File: config.mk
export PLATFORM = sky130hd
export DESIGN_NAME = ramp_adc_ctrl
export DESIGN_NICKNAME = d
export VERILOG_FILES = /design/src/rtl/ramp_adc_pkg.sv /design/src/rtl/ramp_adc_fsm.sv /design/src/rtl/ramp_adc_datapath.sv /design/src/rtl/ramp_adc_ctrl.sv
export SDC_FILE = /design/constraint.sdc
export NUM_CORES = 1
export LEC_CHECK = 0
export BUFFER_PORTS_ARGS = -buffer_cell sky130_fd_sc_hd__buf_2
export CAP_MARGIN = 20
export CORE_UTILIZATION = 50
export CTS_BUF_LIST = sky130_fd_sc_hd__clkbuf_16
export DETAILED_ROUTE_END_ITERATION = 10
export PLACE_DENSITY_LB_ADDON = 0.05
export SETUP_SLACK_MARGIN = 0.02
export SKIP_LAST_GASP = 1
export SYNTH_ARGS = -nofsm -noshare
export SYNTH_HDL_FRONTEND = slang
export SYNTH_SLANG_ARGS = --single-unit
File: constraint.sdc
create_clock -name clk -period 2.23 [get_ports clk]
set_input_delay 0.446 -clock clk [delete_from_list [all_inputs] [get_ports clk]]
set_output_delay 0.446 -clock clk [all_outputs]
set_load 0.05 [all_outputs]
File: src/rtl/ramp_adc_pkg.sv
package ramp_adc_pkg;

  typedef enum logic [0:0] {
    ST_IDLE = 1'b0,
    ST_RAMP = 1'b1
  } rampState_t;

  typedef struct packed {
    logic clrCount;
    logic incCount;
    logic loadResult;
    logic flagOver;
  } rampStrobe_t;

endpackage

File: src/rtl/ramp_adc_fsm.sv
module ramp_adc_fsm
  import ramp_adc_pkg::*;
(
  input  logic        clk,
  input  logic        rstN,
  input  logic        startReq,
  input  logic        cmpAbove,
  input  logic        atMax,
  output rampStrobe_t strobes
);

  rampState_t state, stateNext;

  always_ff @(posedge clk or negedge rstN) begin
    if (!rstN) state <= ST_IDLE;
    else       state <= stateNext;
  end

  always_comb begin
    stateNext = state;
    strobes   = '0;
    unique case (state)
      ST_IDLE: begin
        if (startReq) begin
          strobes.clrCount = 1'b1;
          stateNext        = ST_RAMP;
        end
      end
      ST_RAMP: begin
        if (!cmpAbove) begin
          strobes.loadResult = 1'b1;
          stateNext          = ST_IDLE;
        end else if (atMax) begin
          strobes.loadResult = 1'b1;
          strobes.flagOver   = 1'b1;
          stateNext          = ST_IDLE;
        end else begin
          strobes.incCount = 1'b1;
        end
      end
      default: stateNext = ST_IDLE;
    endcase
  end

  // a start request while ramping never clears the counter
  assert_start_ignored_R7: assert property (@(posedge clk) disable iff (!rstN)
    (state == ST_RAMP) |-> !strobes.clrCount);

  // strobes stay mutually exclusive
  assert_strobe_excl_R3: assert property (@(posedge clk) disable iff (!rstN)
    $onehot0({strobes.clrCount, strobes.incCount, strobes.loadResult}));

  // overrange only flagged together with a result load
  assert_over_with_load_R6: assert property (@(posedge clk) disable iff (!rstN)
    strobes.flagOver |-> strobes.loadResult);

endmodule

File: src/rtl/ramp_adc_datapath.sv
module ramp_adc_datapath
  import ramp_adc_pkg::*;
#(
  parameter int CODE_W = 8
) (
  input  logic              clk,
  input  logic              rstN,
  input  rampStrobe_t       strobes,
  output logic              atMax,
  output logic [CODE_W-1:0] count,
  output logic [CODE_W-1:0] resultCode,
  output logic              overRange,
  output logic              doneFlag
);

  localparam logic [CODE_W-1:0] FULL_CODE = {CODE_W{1'b1}};

  assign atMax = (count == FULL_CODE);

  always_ff @(posedge clk or negedge rstN) begin
    if (!rstN) begin
      count <= '0;
    end else if (strobes.clrCount) begin
      count <= '0;
    end else if (strobes.incCount) begin
      count <= count + 1'b1;
    end
  end

  always_ff @(posedge clk or negedge rstN) begin
    if (!rstN) begin
      resultCode <= '0;
      overRange  <= 1'b0;
      doneFlag   <= 1'b0;
    end else begin
      doneFlag <= strobes.loadResult;
      if (strobes.loadResult) begin
        resultCode <= count;
        overRange  <= strobes.flagOver;
      end
    end
  end

  assert_clear_R2: assert property (@(posedge clk) disable iff (!rstN)
    strobes.clrCount |=> (count == '0));

  assert_step_R3: assert property (@(posedge clk) disable iff (!rstN)
    strobes.incCount |=> (count == $past(count) + 1'b1));

  assert_capture_R4: assert property (@(posedge clk) disable iff (!rstN)
    strobes.loadResult |=> (resultCode == $past(count)) && $stable(count));

  assert_done_pulse_R5: assert property (@(posedge clk) disable iff (!rstN)
    doneFlag |=> !doneFlag);

  assert_over_full_R6: assert property (@(posedge clk) disable iff (!rstN)
    overRange |-> (resultCode == FULL_CODE));

  assert_hold_R8: assert property (@(posedge clk) disable iff (!rstN)
    !(strobes.clrCount || strobes.loadResult) |=> $stable(resultCode) && $stable(overRange));

endmodule

File: src/rtl/ramp_adc_ctrl.sv
module ramp_adc_ctrl
  import ramp_adc_pkg::*;
#(
  parameter int CODE_W = 8
) (
  input  logic              clk,
  input  logic              rstN,
  input  logic              startReq,
  input  logic              cmpAbove,
  output logic [CODE_W-1:0] dacCode,
  output logic              doneFlag,
  output logic [CODE_W-1:0] resultCode,
  output logic              overRange
);

  rampStrobe_t strobes;
  logic        atMax;

  ramp_adc_fsm u_fsm (
    .clk      (clk),
    .rstN     (rstN),
    .startReq (startReq),
    .cmpAbove (cmpAbove),
    .atMax    (atMax),
    .strobes  (strobes)
  );

  ramp_adc_datapath #(.CODE_W(CODE_W)) u_dp (
    .clk        (clk),
    .rstN       (rstN),
    .strobes    (strobes),
    .atMax      (atMax),
    .count      (dacCode),
    .resultCode (resultCode),
    .overRange  (overRange),
    .doneFlag   (doneFlag)
  );

endmodule

* Yosys cells after proc, flatten, opt, wreduce, memory -nomap -nowiden
Index checks and enable logic that the tools add are counted.
Word-level totals: bits in writable memories 0, bits in read-only memories 0, output and inout bits 18, latch bits 0, bits in registers 19, memories 0, word-level logic and storage cells 20
Cells by class: muxes and demuxes 11, shift-type cells 0, multipliers 0, reduce and logical (&&, ||, !) cells 1, bitwise logic cells 1, div/mod/pow operators 0, equal/unequal tests 1, magnitude comparators 0, add/subtract/negate cells 1
Operator list (count):
- 2-to-1 mux 8 bit | 2
- adder 8 x 1 -> 8 bit, second input constant | 1
- == test 8 bit, second input constant | 1
- 2-to-1 mux 1 bit | 6
- 2-to-1 mux 3 bit | 1
- 2-to-1 mux 2 bit | 1
- case mux 1 bit (2 select lines) | 1
- nonzero test 2 bit | 1
- inverter 1 bit | 1

* Logic depth before layout (Yosys ltp)
depth in word-level cells 6, mapped depth 6, mapped depth without buffers 5

* By module
From an unflattened synthesis, not the netlist that was laid out.
Second synthesis, totals: cell total of the unflattened synthesis 67, area, all modules 810.8 um2
By module, submodules not included:
- ramp_adc_datapath | instances 1, area each 744.5 um2, cells each 59
- ramp_adc_fsm | instances 1, area each 66.3 um2, cells each 8

* Worst setup path before layout
OpenSTA, ideal clock, no wires.
kind register -> register, start reg u_dp.count[0], end reg u_dp.resultCode[0], arrival 1849 ps, period minus slack after synthesis 1974 ps, library setup time 125 ps, buffers on the path 1, stages on the path, launching flop included 7, slack 256 ps, path through dfrtp_1 ha_1 nand3_1 nor2_4 o21a_1 buf_6 mux2_4
RTL lines:
- start, declared | line ramp_adc_datapath.sv:10 | output logic [CODE_W-1:0] count,
- start signal, assigned | line ramp_adc_datapath.sv:26 | count <= count + 1'b1;
- end signal, assigned | line ramp_adc_datapath.sv:38 | resultCode <= count;
- end, declared | line ramp_adc_datapath.sv:11 | output logic [CODE_W-1:0] resultCode,

* Worst setup path in the final report
start reg u_dp.count[0], end reg u_dp.resultCode[5]
On the way: longest elaborated chain between the ends 4
RTL lines:
- == test 8 bit | line ramp_adc_datapath.sv:18 | assign atMax = (count == FULL_CODE);
- 2-to-1 mux 2 bit | line ramp_adc_fsm.sv:33 | end else if (atMax) begin
- 2-to-1 mux 1 bit | line ramp_adc_fsm.sv:30 | if (!cmpAbove) begin
- 2-to-1 mux 3 bit | line ramp_adc_fsm.sv:22 | unique case (state)
Every way passes these cells. A chain may end at the register's enable or synchronous reset.

==> run summary <==
The flow ran to the end, and the final reports show no timing, DRC or antenna violations. The run gives 0 as the number of antenna violations at the first check in global routing. Clock-pin slew was measured on the worst setup and hold paths at 0.05 ns.

The run gives 25 as the number of library cell types mapped by synthesis. Across the whole layout, storage elements account for 475 um^2. The first global-routing pass estimated 2770 um of wire. Sequential cells burn 40.4% of the power.

Number of nets in the layout: 102. Detailed placement finished with a half-perimeter wire length of 1170 um. The minimum clock period after layout was 1.89 ns; the transition time at the pin with the least slew margin was 0.448 ns. Post-CTS repair changed the size of 0 cells. The logs give 55.9% for the starting utilization of the core area and 0.339 ns for the final worst slack. The number of flops mapped to enable cells by yosys works out to 0. The area growth from synthesis to layout is 20.6%. The fraction of final layout cells with drive strength greater than 1 is 35.4%, and the warning count from the yosys run is 0. The path class of the tightest hold or removal check is input port to async pin. The tree built by TritonCTS fans out to 19 sinks.

The proportion of total power due to net switching came out at 33.1%. The initialized floorplan defines 14 standard-cell rows. For this design the total switching power over the nets is 0.347 mW.

sky130_fd_sc_hd__dfrtp_1 takes more of the synthesized area than any other cell. The logs give 0.529 GHz for the achievable frequency and 0.700 mW for the internal power summed over all cells. VDD sags by at most 0.782 mV. Clock latency on the worst-skew pair, taken at its later pin, is 0.24 ns.

Number of port buffers: 21. The maximum fanout along the worst path was 9; the non-filler instance count after layout was 112. Across all register-to-register paths, the minimum setup slack is 0.34 ns. For the antenna violation net count after detailed routing, the log shows 0. The last weighted congestion value of the routability-driven placer is 0.737.

Most instantiated flip-flop cell in the synthesis netlist: sky130_fd_sc_hd__dfrtp_1. By instance count, the leading cell after synthesis is sky130_fd_sc_hd__dfrtp_1. The number of synthesized register bits works out to 19. After technology mapping, the gate count stands at 74. After floorplanning, the core was sized to cover 1580 um^2.

The cts-stage hold buffer count is 0. The leakage power figure was 0.546 nW; the pin count of the biggest net entering global routing was 20. Clock skew on the completed layout was measured at 0.000875 ns. The number of failing hold endpoints at the final stage is 0.

Root cell of the clock tree: sky130_fd_sc_hd__clkbuf_16. The post-placement setup slack is 0.317 ns, and the arrival time at the worst endpoint is 2.02 ns. Pin placement for this block handled 22 I/O pins. The share of the yosys chip area belonging to registers is 54.0%. Adding up every negative setup slack in the final design gives 0 ns.

The tools report the post-synthesis instance area as 881 um^2. TritonCTS built the clock tree. The power density over the cells is 985 nW/um^2. The repair_antennas step left the layout with diodes totalling 0. Setup violations remaining at the end of the flow were counted as 0.

For the detailed-routing iteration count for the pre-antenna-repair pass, the log shows 6. For this block, the initial DRC count from the detailed router was 19. The run gives 79 as the net count after synthesis. The synthesized area divided by synthesized cell count was 11.9 um^2; the max-slew violation count was 0.

Class of the most critical setup path: register to register. After filler insertion, the fill cell instance count of the layout stands at 129. The number of global-route vias before repair is 613.

Using the TritonRoute via totals, the vias-per-cell ratio works out to 5.77. The top cell type by area accounts for 54.0% of the synthesized area. The proportion of power drawn by combinational gates is 26.0%, and the sum of overflow across all layers after global routing is 0. The wire length per cell after detailed routing is 14.5 um, and the fraction of synthesis flops using an asynchronous set or reset pin is 100%. The logs give 0 for the number of buffers inserted to repair setup after CTS and 2.36 ns for the data required time of the critical path.

For the post-detailed-route DRC marker count, the log shows 0. The worst setup path is captured at a register. The height of the chip is 44.0 um, and the clock power share is 33.6%. The count of max-cap constraint violations was 0; the wire length reported by the detailed router was 1620 um. In this run the tightest slew margin relative to its limit is 70.1%.

The run gives 646 as the overall via count from detail_route. Setup repair after global routing left no endpoint under its margin. The run gives 1 as the deepest level of the CTS H-tree. The number of placed instances, taps included, is 108. TritonCTS created 3 clock buffers. Yosys attributes the largest share of cell area to sky130_fd_sc_hd__dfrtp_1 (54%), sky130_fd_sc_hd__mux2_4 (12%), sky130_fd_sc_hd__nand2_1 (4.7%). The multi-input combinational cells in the finished layout cover a total of 368 um^2.

By count the netlist is led by sky130_fd_sc_hd__dfrtp_1 (19), sky130_fd_sc_hd__nand2_1 (11), sky130_fd_sc_hd__mux2_4 (7), sky130_fd_sc_hd__a21oi_1 (4), sky130_fd_sc_hd__o211ai_1 (4). The floorplan step defined a die boundary enclosing 1930 um^2. The tools report the launching element type of the critical path as a register. After layout, the worst path uses 84.8% of the clock period. The overall die width was 44.0 um.

Counting along the longest clock path gives a buffer depth of 2. The run gives 20.1% as the global router's overall resource usage.
==> stage by stage <==
step	hold slack [ns]	total power [mW]	util, %	area [um^2]
5_1_grt	0.168	1.09	67.4	1060
3_5_place_dp	0.409	0.702	62.4	983
6_report	0.127	1.05	67.4	1060
4_1_cts	0.144	1.06	67.4	1060
2_1_floorplan	0.150	0.639	-	881
3_3_place_gp	0.396	0.696	62.4	983
==> state kept, by name, indices dropped and copies added, names as in the netlist <==
register,count
u_dp.resultCode,8
u_dp.doneFlag,1
u_fsm.state,1
u_dp.count,8
u_dp.overRange,1
==> cell type report <==
cell class / instances / share of cell area (%)
Sequential cell: 19 / 44.8
Multi-Input combinational cell: 48 / 34.6
Timing Repair Buffer: 21 / 9.89
Clock buffer: 3 / 7.07
Tap cell: 16 / 1.88
Inverter: 4 / 1.41
Clock inverter: 1 / 0.353
==> per-layer routing <==
metal  track usage [%]  up-vias  share of wire [%]
li1                  -      314                  -
met1              27.0      311                 47
met2              32.2       19                 47
met3              4.17        2                3.9
met4              7.27        0                1.3
met5                 0        -                  0
==> path summary, 6_finish.rpt <==
path | cells after the start | startpoint | endpoint
worst max-delay path | 5 | u_dp.count[0] | u_dp.resultCode[5]
worst min register to register | 1 | u_dp.resultCode[3] | u_dp.resultCode[3]
min in group clk | 2 | cmpAbove | u_dp.resultCode[2]
max in group asynchronous | 1 | rstN | u_dp.count[7]
worst min-delay path | 1 | rstN | u_dp.resultCode[6]
worst max register to register | 5 | u_dp.count[0] | u_dp.resultCode[5]
==> critical path, stage by stage (launching register included) <==
cell and delay [ns]:
sky130_fd_sc_hd__dfrtp_1 0.43, sky130_fd_sc_hd__ha_1 0.24, sky130_fd_sc_hd__nand3_1 0.13, sky130_fd_sc_hd__nor2_4 0.20
sky130_fd_sc_hd__o21a_1 0.43, sky130_fd_sc_hd__mux2_4 0.34
==> power groups by stage <==
stage	combinational (mW)	clock [mW]	sequential [mW]
after floorplan	0.0908	0	0.548
after global placement	0.272	0	0.424
after detailed placement	0.275	0	0.428
after CTS	0.276	0.358	0.422
after global routing	0.293	0.373	0.429
final	0.272	0.352	0.422
==> kinds of logic (layout without fill, tap and decap cells) <==
family | count (synthesis) | in the layout | share of synthesized area (%)
multiplexers | 10 | 10 | 15.3
AO/OA/AOI/OAI | 17 | 17 | 13.1
flip-flops | 19 | 19 | 54.0
adder cells (fa/ha/maj) | 1 | 1 | 1.42
buffers and inverters | 7 | 29 | 4.26
AND/OR/NAND/NOR | 20 | 20 | 11.9
==> cell usage in the layout (no fill, tap or decap), drive strengths merged <==
cell | netlist | layout
ha | 1 | 1
o21a | 1 | 1
a21boi | 1 | 1
o41ai | 1 | 1
o211ai | 4 | 4
nor3 | 2 | 2
o21ai | 2 | 2
and4 | 2 | 2
clkbuf | 1 | 3
nand2 | 11 | 11
dfrtp | 19 | 19
buf | 2 | 21
nand3 | 1 | 1
mux2 | 7 | 7
inv | 4 | 5
o31ai | 3 | 3
mux2i | 3 | 3
or3 | 1 | 1
o311ai | 1 | 1
nor2 | 1 | 1
nand4 | 2 | 2
a21oi | 4 | 4
(Power assumes the default switching activity.)
